<file path="src/rtl/gcr_window_pkg.sv">
package gcr_window_pkg;
  localparam int ADDR_W = 15;
  localparam int OFS_W  = 13;
  localparam int DATA_W = 32;

  typedef enum logic [1:0] {
    RGN_GLOBAL = 2'd0,
    RGN_LOCAL  = 2'd1,
    RGN_WINDOW = 2'd2,
    RGN_DEBUG  = 2'd3
  } region_e;

  typedef enum logic [1:0] {
    KIND_CORE   = 2'd0,
    KIND_SHARED = 2'd1,
    KIND_USER   = 2'd2,
    KIND_HIGH   = 2'd3
  } kind_e;

  localparam logic [5:0] CORE_MGR = 6'd32;

  localparam logic [OFS_W-1:0] OFS_COH   = 13'h008;
  localparam logic [OFS_W-1:0] OFS_SEL   = 13'h018;
  localparam logic [OFS_W-1:0] OFS_RBASE = 13'h020;
  localparam logic [OFS_W-1:0] OFS_IDENT = 13'h028;

  localparam logic [OFS_W-1:0] OFS_GCFG  = 13'h000;
  localparam logic [OFS_W-1:0] OFS_GSCR  = 13'h008;
  localparam logic [OFS_W-1:0] OFS_GREV  = 13'h030;
endpackage

</file>
<file path="src/rtl/gcr_route.sv">
module gcr_route
  import gcr_window_pkg::*;
#(
  parameter int NCORES = 4,
  localparam int SRC_W = (NCORES > 1) ? $clog2(NCORES) : 1
) (
  input  logic [1:0]       region,
  input  logic [SRC_W-1:0] src,
  input  logic [5:0]       sel_core,
  input  logic [1:0]       sel_kind,
  output logic             to_global,
  output logic             to_core,
  output logic [SRC_W-1:0] tgt
);
  logic core_ok;
  assign core_ok = (int'(sel_core) < NCORES);

  always_comb begin
    to_global = 1'b0;
    to_core   = 1'b0;
    tgt       = src;
    unique case (region_e'(region))
      RGN_GLOBAL: to_global = 1'b1;
      RGN_LOCAL:  to_core   = 1'b1;
      RGN_WINDOW: begin
        tgt = sel_core[SRC_W-1:0];
        if (sel_core == CORE_MGR) begin
          to_global = 1'b1;
        end else if (core_ok) begin
          to_core   = (kind_e'(sel_kind) == KIND_CORE);
          to_global = (kind_e'(sel_kind) == KIND_SHARED);
        end
      end
      default: ;
    endcase
  end
endmodule

</file>
<file path="src/rtl/gcr_core_bank.sv">
module gcr_core_bank
  import gcr_window_pkg::*;
#(
  parameter int         CORE_NUM   = 0,
  parameter logic [7:0] CLUSTER_ID = 8'h00
) (
  input  logic              clk,
  input  logic              rst_n,
  input  logic              wr_en,
  input  logic [OFS_W-1:0]  offset,
  input  logic [DATA_W-1:0] wdata,
  output logic [DATA_W-1:0] rdata,
  output logic [5:0]        sel_core,
  output logic [1:0]        sel_kind
);
  logic [7:0]  coh_q;
  logic [19:0] rbase_q;
  logic [5:0]  core_q;
  logic [1:0]  kind_q;
  logic [2:0]  vp_q;

  always_ff @(posedge clk) begin
    if (!rst_n) begin
      coh_q   <= '0;
      rbase_q <= '0;
      core_q  <= '0;
      kind_q  <= '0;
      vp_q    <= '0;
    end else if (wr_en) begin
      if (offset == OFS_COH)   coh_q   <= wdata[7:0];
      if (offset == OFS_RBASE) rbase_q <= wdata[31:12];
      if (offset == OFS_SEL) begin
        kind_q <= wdata[25:24];
        core_q <= wdata[13:8];
        vp_q   <= wdata[2:0];
      end
    end
  end

  always_comb begin
    rdata = '0;
    unique case (offset)
      OFS_COH:   rdata = {24'b0, coh_q};
      OFS_SEL:   rdata = {6'b0, kind_q, 10'b0, core_q, 5'b0, vp_q};
      OFS_RBASE: rdata = {rbase_q, 12'b0};
      OFS_IDENT: rdata = {16'b0, CLUSTER_ID, 8'(CORE_NUM)};
      default:   rdata = '0;
    endcase
  end

  assign sel_core = core_q;
  assign sel_kind = kind_q;
endmodule

</file>
<file path="src/rtl/gcr_global_bank.sv">
module gcr_global_bank
  import gcr_window_pkg::*;
#(
  parameter int          NCORES = 4,
  parameter logic [15:0] REV    = 16'h0900
) (
  input  logic              clk,
  input  logic              rst_n,
  input  logic              wr_en,
  input  logic [OFS_W-1:0]  offset,
  input  logic [DATA_W-1:0] wdata,
  output logic [DATA_W-1:0] rdata
);
  logic [DATA_W-1:0] scr_q;

  always_ff @(posedge clk) begin
    if (!rst_n) scr_q <= '0;
    else if (wr_en && offset == OFS_GSCR) scr_q <= wdata;
  end

  always_comb begin
    unique case (offset)
      OFS_GCFG: rdata = {24'b0, 8'(NCORES)};
      OFS_GSCR: rdata = scr_q;
      OFS_GREV: rdata = {16'b0, REV};
      default:  rdata = '0;
    endcase
  end
endmodule

</file>
<file path="src/rtl/gcr_window_top.sv">
module gcr_window_top
  import gcr_window_pkg::*;
#(
  parameter int          NCORES     = 4,
  parameter logic [7:0]  CLUSTER_ID = 8'h05,
  parameter logic [15:0] REV        = 16'h0900,
  localparam int SRC_W = (NCORES > 1) ? $clog2(NCORES) : 1
) (
  input  logic              clk,
  input  logic              rst_n,
  input  logic              req_valid,
  output logic              req_ready,
  input  logic              req_write,
  input  logic [SRC_W-1:0]  req_src,
  input  logic [ADDR_W-1:0] req_addr,
  input  logic [DATA_W-1:0] req_wdata,
  output logic              rsp_valid,
  input  logic              rsp_ready,
  output logic [DATA_W-1:0] rsp_rdata
);
  logic [5:0]        sc  [NCORES];
  logic [1:0]        sk  [NCORES];
  logic [DATA_W-1:0] brd [NCORES];
  logic [DATA_W-1:0] grd;
  logic              to_global, to_core;
  logic [SRC_W-1:0]  tgt;
  logic              acc;
  logic [OFS_W-1:0]  ofs;
  logic [DATA_W-1:0] rd;
  logic              rsp_valid_q;
  logic [DATA_W-1:0] rsp_rdata_q;

  assign acc       = req_valid && req_ready;
  assign ofs       = req_addr[OFS_W-1:0];
  assign req_ready = !rsp_valid_q;

  gcr_route #(.NCORES(NCORES)) u_route (
    .region   (req_addr[ADDR_W-1:OFS_W]),
    .src      (req_src),
    .sel_core (sc[req_src]),
    .sel_kind (sk[req_src]),
    .to_global(to_global),
    .to_core  (to_core),
    .tgt      (tgt)
  );

  for (genvar i = 0; i < NCORES; i++) begin : g_bank
    gcr_core_bank #(.CORE_NUM(i), .CLUSTER_ID(CLUSTER_ID)) u_bank (
      .clk     (clk),
      .rst_n   (rst_n),
      .wr_en   (acc && req_write && to_core && (int'(tgt) == i)),
      .offset  (ofs),
      .wdata   (req_wdata),
      .rdata   (brd[i]),
      .sel_core(sc[i]),
      .sel_kind(sk[i])
    );
  end

  gcr_global_bank #(.NCORES(NCORES), .REV(REV)) u_global (
    .clk   (clk),
    .rst_n (rst_n),
    .wr_en (acc && req_write && to_global),
    .offset(ofs),
    .wdata (req_wdata),
    .rdata (grd)
  );

  always_comb begin
    if (req_write)      rd = '0;
    else if (to_global) rd = grd;
    else if (to_core)   rd = brd[tgt];
    else                rd = '0;
  end

  always_ff @(posedge clk) begin
    if (!rst_n) begin
      rsp_valid_q <= 1'b0;
      rsp_rdata_q <= '0;
    end else if (acc) begin
      rsp_valid_q <= 1'b1;
      rsp_rdata_q <= rd;
    end else if (rsp_ready) begin
      rsp_valid_q <= 1'b0;
    end
  end

  assign rsp_valid = rsp_valid_q;
  assign rsp_rdata = rsp_rdata_q;
endmodule

</file>
<file path="config.mk">
export PLATFORM = sky130hd
export DESIGN_NAME = gcr_window_top
export DESIGN_NICKNAME = d
export VERILOG_FILES = /design/src/rtl/gcr_window_pkg.sv /design/src/rtl/gcr_route.sv /design/src/rtl/gcr_core_bank.sv /design/src/rtl/gcr_global_bank.sv /design/src/rtl/gcr_window_top.sv
export SDC_FILE = /design/constraint.sdc
export NUM_CORES = 1
export LEC_CHECK = 0
export ABC_AREA = 1
export CAP_MARGIN = 20
export CORE_MARGIN = 2
export CORE_UTILIZATION = 45
export DETAILED_ROUTE_END_ITERATION = 8
export PLACE_DENSITY = 0.63
export SYNTH_ARGS = -nofsm -noshare
export SYNTH_HDL_FRONTEND = slang
export SYNTH_SLANG_ARGS = --single-unit
</file>
<file path="constraint.sdc">
create_clock -name clk -period 2.9 [get_ports clk]
set_clock_uncertainty 0.15 [all_clocks]
set_input_delay 0.58 -clock clk [delete_from_list [all_inputs] [get_ports clk]]
set_output_delay 0.58 -clock clk [all_outputs]
set_load 0.01 [all_outputs]
</file>
# Word-level counts from Yosys, hierarchy flattened
# Index checks and enable logic that the tools add are counted.
# totals
regBits	221
output_inout_bits	34
word_cells	93
in_bits	54
# op_classes
muxes	26
order_cmp	3
n_eq_ne	12
n_reduce_logical	27
n_bitwise	2
# op_table
op	count
case mux 32 bit (4 select lines)	4
two-way mux 32 bit	5
case mux 32 bit (3 select lines)	1
binary-select mux 32 bit (select 2 bit)	1
equality test 13 x 6 -> 1 bit, second input constant	3
AND reduction 2 bit	12
equality test 13 x 4 -> 1 bit, second input constant	1
equality test 13 x 5 -> 1 bit, second input constant	1
logical NOT 13 bit	1
binary-select mux 6 bit (select 2 bit)	1
two-way mux 6 bit	2
logical AND 1 bit	9
equality test 2 x 1 -> 1 bit, second input constant	3
equality test 2 bit, second input constant	3
equality test 6 bit, second input constant	1
>= comparator 3 bit, second input constant	2
logical NOT 2 bit	3
less-than comparator 6 x 3 -> 1 bit, second input constant	1
two-way mux 1 bit	6
two-way mux 2 bit	3
inverter 2 -> 3 bit	2
binary-select mux 2 bit (select 2 bit)	1
case mux 1 bit (2 select lines)	2
nonzero test 2 bit	1
logical NOT 1 bit	1

# Logic depth before layout (Yosys ltp)
# depth
depth_word	12
ltp_mapped	17
ltp_nobuf	14

# By module
# From an unflattened synthesis, not the netlist that was laid out.
# hier_totals
cells_unflattened	2309
hier_area_um2	13160.1
# modules_own_cells
mod	area_each_um2	seq_area_each_um2	cells_per_inst	n_inst
gcr_core_bank at g_bank[1].u_bank ...	1985.7	780.7	334	2
gcr_window_top	3001.6	660.6	611	1
gcr_core_bank at g_bank[3].u_bank	2098.3	780.7	339	1
gcr_core_bank at g_bank[0].u_bank	2026.9	780.7	334	1
gcr_global_bank	1914.3	640.6	330	1
gcr_route	147.6	0.0	27	1

# Worst setup path before layout
# Ideal clock, no wire load.
# synth_path
kind	in2reg
start	input port req_src[0]
end	register g_bank[0].u_bank.coh_q[5]
t_required_ns	2.637
arrival_ns	2.232
setup_time_ns	0.113
cell_stages	15
path_buffers	3
slack_ns	0.405
path_cell_list	buf_4 -> inv_2 -> buf_6 -> nand2_1 -> nand3_1 -> nand2_1 -> nor2_1 -> nand2_1 -> a21boi_4 -> nand3_4 -> nor2_4 -> buf_4 -> nand2_1 -> nand2_1 -> nor2_1
# synth_via
elab_chain_cells	11
word_cells_on_any_way	18
classes_between	1 x order compare; 1 x eq/ne; 10 x mux; 1 x bitwise; 5 x reduce/logical
# synth_lines
element	line	rtl
start: declaration	gcr_window_top.sv:14	input logic [SRC_W-1:0] req_src,
inverter 2 -> 3 bit (not written as such)	gcr_window_top.sv:40, gcr_window_top.sv:41	
binary-select mux 6 bit (select 2 bit) / binary-select mux 2 bit (select 2 bit) (equally long branches)	gcr_window_top.sv:40, gcr_window_top.sv:41	
two-way mux 6 bit (not written as such) / two-way mux 2 bit (equally long branches) (2 in a row)	gcr_window_top.sv:40, gcr_window_top.sv:41	
less-than comparator 6 x 3 -> 1 bit / logical NOT 2 bit (equally long branches)	gcr_route.sv:16, gcr_route.sv:30	
two-way mux 1 bit	gcr_route.sv:29	end else if (core_ok) begin
two-way mux 1 bit	gcr_route.sv:27	if (sel_core == CORE_MGR) begin
case mux 1 bit (2 select lines)	gcr_route.sv:22	unique case (region_e'(region))
logical AND 1 bit	gcr_window_top.sv:51	.wr_en (acc && req_write && to_core && (int'(tgt) == i)),
logical AND 1 bit *	gcr_window_top.sv:51	
AND reduction 2 bit (no source line) *	n/a	
end signal: assignment	gcr_core_bank.sv:30	if (offset == OFS_COH) coh_q <= wdata[7:0];
end: declaration	gcr_core_bank.sv:16	logic [7:0] coh_q;
# Every way passes the cells marked *; elsewhere a longest branch is shown, timed or not. The select of a mux whose other input is x is not followed.
# A chain may end at the register's enable or synchronous reset.

# Worst setup path in the final report
# layout_path
start	input port req_src[0]
end	register g_bank[1].u_bank.rbase_q[12]
# layout_via
elab_chain_cells	11
word_cells_on_any_way	18
classes_between	1 x order compare; 2 x eq/ne; 10 x mux; 1 x bitwise; 4 x reduce/logical
# layout_lines
element	line	rtl
inverter 2 -> 3 bit (not written as such)	gcr_window_top.sv:40, gcr_window_top.sv:41	
binary-select mux 6 bit (select 2 bit) / binary-select mux 2 bit (select 2 bit) (equally long branches)	gcr_window_top.sv:40, gcr_window_top.sv:41	
two-way mux 6 bit (not written as such) / two-way mux 2 bit (equally long branches) (2 in a row)	gcr_window_top.sv:40, gcr_window_top.sv:41	
less-than comparator 6 x 3 -> 1 bit / logical NOT 2 bit (equally long branches)	gcr_route.sv:16, gcr_route.sv:30	
two-way mux 1 bit	gcr_route.sv:29	
two-way mux 1 bit	gcr_route.sv:27	
case mux 1 bit (2 select lines)	gcr_route.sv:22	
logical AND 1 bit	gcr_window_top.sv:51	
logical AND 1 bit *	gcr_window_top.sv:51	
AND reduction 2 bit (no source line) *	n/a	
end signal: assignment	gcr_core_bank.sv:31	if (offset == OFS_RBASE) rbase_q <= wdata[31:12];
end: declaration	gcr_core_bank.sv:17	logic [19:0] rbase_q;
# Marks and branches as above.

==> results.tsv <==
stage	metric	value	unit
power	Clk pwr share	0.459	
worst_setup_path	WS Path Type	input port to register	
yosys	Post-synth ARST share	0	
worst_setup_path	crit end category	register	
worst_hold_path	Hold Path Class	input port to register	
clock_network	cts repair resizes	0	
timing	post-route clock period utilization	0.889	
timing	final setup fails	0	
route	ANT nets after route	0	
route	Vias/cell	5.16	
clock_network	Post-CTS Setup Bufs	0	
place	RePlAce Congestion	0.862	
die	die area	0.0270	sq mm
power	worst vdd ir	0.446	mV
place	Placed Instances	2285	
layout	Multi-input gate area	0.00629	sq mm
place	Final HPWL DP	23200	microns
clock_network	Clock Path Buffers	3	
clock_network	CTS tree	done	
worst_setup_path	WP data arrival	2.85	ns
place	Port Buffers	87	
global_routing	vias in the first global route	11000	
worst_hold_path	hold-critical path depth	3	
clock_network	CTS sink cnt	221	
timing	Final Critical Period	2.58	ns
yosys	Synth Area in Compound Gates	0.0466	
clock_network	root buf cell	clkbuf_16	
timing	Hold Violations, Final	0	
worst_setup_path	worst r2r path cells	14	
clock_network	Worst-path clk slew	0.06	ns
yosys	Post-Synth Simple-Gate Area	0.492	
power	Int Power	5.37	mW
layout	Final #Nets	2040	
clock_network	CTS buffer count	26	
worst_setup_path	crit path max fanout	20	
yosys	Post-Syn Nets	1975	
die	die width	164	microns
timing	max-slew violations	0	
die	Die H	164	microns
route	total wire length	35200	microns
route	WL per Instance	15.1	microns
layout	layout cells sized above 1	0.0751	
timing	Worst slew margin	0.549	
die	Initial Util	0.458	
yosys	Post-synth EDFFs	0	
layout	final core occ	0.563	
die	core footprint	0.0252	sq mm
yosys	number of synthesized register bits	221	
clock_network	clock latency on the worst-skew pair	0.54	ns
place	Setup Slack @ Placement	-0.198	ns
place	area post-placement	0.0133	sq mm
power	share of power burned in registers	0.426	
worst_setup_path	reg2reg start	g_bank[1].u_bank.sel_core[3]$_SDFFE_PN0P_	
timing	slack of the critical path	0.322	ns
global_routing	largest net degree at the start of global routing	98	
route	routed vias	12000	
clock_network	H-tree lvl count	1	
yosys	main combinational cell family by area after synthesis	simple AND/OR/NAND/NOR gates	
global_routing	GR Util All Layers	0.261	
timing	pin slew with the least headroom to its limit	0.677	ns
route	DRC violations left	0	
die	Row Count	58	
run	max-cap violation count	0	
layout	commonest non-fill, non-tap cells in the layout	780 x nand2_1, 349 x nor2_1, 221 x dfxtp_1, 212 x nand3_1, 94 x a21oi_1	
power	Cell Pwr Density	506	mW/mm^2
global_routing	antenna violations before repair	0	
power	Leakage	5.92	nW
yosys	Adder-Cell Fraction of Synth Area	0.00325	
status	outcome	finished clean	
yosys	post-synthesis xor/xnor area fraction	0	
yosys	register area share after synthesis	0.383	
timing	WHS	0.297	ns
yosys	mux cell area share after synthesis	0	
route	Iteration-0 DRC Markers	1102	
power	Logic pwr share	0.114	
worst_setup_path	CP Launch Type	input port	
yosys	Primary FF master, synth	dfxtp_1	
worst_setup_path	Critical Path RT	3.17	ns
yosys	Mapped Cells	1918	
layout	design area	0.0142	sq mm
layout	Layout Cells excl Fill	2327	
worst_setup_path	RR Endpoint	g_bank[1].u_bank.rbase_q[12]$_SDFFE_PN0P_	
layout	Fill cells	2480	
timing	RSZ-0062 raised after global routing	no	
route	router iterations before antenna repair	5	
yosys	Netlist cell types	26	
layout	area grow syn2layout	22.8	%
layout	area taken by flip-flops and latches	0.00442	sq mm
layout	Ant. Diodes	0	
power	Sw Pwr	1.81	mW
worst_setup_path	Worst Setup SP	req_src[0]	
clock_network	CTS Hold Bufs	0	
timing	Max Freq	388	MHz
yosys	YS warnings	0	
layout	commonest non-fill, non-tap cell in the layout	nand2_1	
worst_setup_path	flop-to-flop setup slack	0.68	ns
die	io pins	88	
global_routing	grt ovf	0	
yosys	average size of a mapped cell	6.02	sq um
power	sw frac	0.252	
yosys	Mapped Area	0.0115	sq mm
global_routing	first-pass GRT wire length	56600	microns
worst_setup_path	CP endpoint	g_bank[1].u_bank.rbase_q[12]$_SDFFE_PN0P_	
-- metal layers --
layer / track usage / share of wire
met1: 0.354 / 0.45
met2: 0.438 / 0.47
met3: 0.0265 / 0.055
met4: 0.0785 / 0.026
met5: 0 / 0
-- kinds of logic after synthesis --
group,count (synthesis)
AO/OA/AOI/OAI,104
adder cells (fa/ha/maj),3
buffers and inverters,196
flip-flops,221
AND/OR/NAND/NOR,1394
-- worst max-delay path: stages --
cell and delay, ns:
clkdlybuf4s50_1 0.46, inv_2 0.19, buf_12 0.14, nand2_1 0.05, nand3_1 0.07, nand2_1 0.07
nor2_1 0.13, nand2_1 0.11, a21boi_4 0.18, buf_12 0.16, nand3_4 0.08, nor2_1 0.23
buf_12 0.22, nand2_1 0.06, nand2_1 0.06, nor2_1 0.05
-- stage by stage --
step / TNS (ns) / power [mW]
floorplan: 0 / 3.58
global placement: -17.49 / 3.94
detailed placement: -28.06 / 3.94
CTS: 0 / 7.21
global route: 0 / 7.43
finish: 0 / 7.17
-- cell usage after synthesis, types with 3 or more instances --
master / instances / area [sq um]
nand4_1: 31 / 194
dfxtp_1: 221 / 4420
buf_1: 27 / 101
nand3_1: 212 / 1060
nor2_4: 4 / 45.0
nand2_1: 783 / 2940
nor2_2: 5 / 31.3
buf_4: 21 / 158
inv_1: 57 / 214
o21ai_0: 5 / 25.0
nor2_1: 353 / 1330
buf_2: 31 / 155
ha_1: 3 / 37.5
a21oi_1: 94 / 470
clkbuf_1: 56 / 210
-- power by group through the flow --
stage | registers [mW] | logic, mW | clock network (mW)
finish | 3.06 | 0.821 | 3.29
global route | 3.06 | 0.909 | 3.46
CTS | 3.06 | 0.815 | 3.34
detailed placement | 3.12 | 0.813 | 0
global placement | 3.12 | 0.811 | 0
floorplan | 3.13 | 0.452 | 0
-- worst min-delay path by stage --
stage / start / end / slack, ns
after global placement: u_global.scr_q[13]$_SDFFE_PN0P_ / u_global.scr_q[13]$_SDFFE_PN0P_ / 0.30
final: rst_n / u_global.scr_q[2]$_SDFFE_PN0P_ / 0.30
after global routing: rst_n / u_global.scr_q[2]$_SDFFE_PN0P_ / 0.31
after floorplan: u_global.scr_q[0]$_SDFFE_PN0P_ / u_global.scr_q[0]$_SDFFE_PN0P_ / 0.29
after CTS: rst_n / u_global.scr_q[8]$_SDFFE_PN0P_ / 0.28
after detailed placement: u_global.scr_q[20]$_SDFFE_PN0P_ / u_global.scr_q[20]$_SDFFE_PN0P_ / 0.30
-- layout make-up --
type | count | area share
clock inverter | 6 | 0.00821
tap | 330 | 0.0291
multi-input combinational | 1501 | 0.444
sequential | 221 | 0.312
clock buffer | 36 | 0.0514
timing repair buffer | 173 | 0.139
inverter | 60 | 0.0159
-- flip-flops by register name, summed over array words and instances, names as in the netlist --
| name | count |
|---|---|
| rsp_rdata | 32 |
| u_global.scr_q | 32 |
| g_bank.u_bank.sel_core | 24 |
| g_bank.u_bank.vp_q | 12 |
| rsp_valid | 1 |
| g_bank.u_bank.rbase_q | 80 |
| g_bank.u_bank.sel_kind | 8 |
| g_bank.u_bank.coh_q | 32 |
No activity file was read; power rests on OpenSTA's default activity.
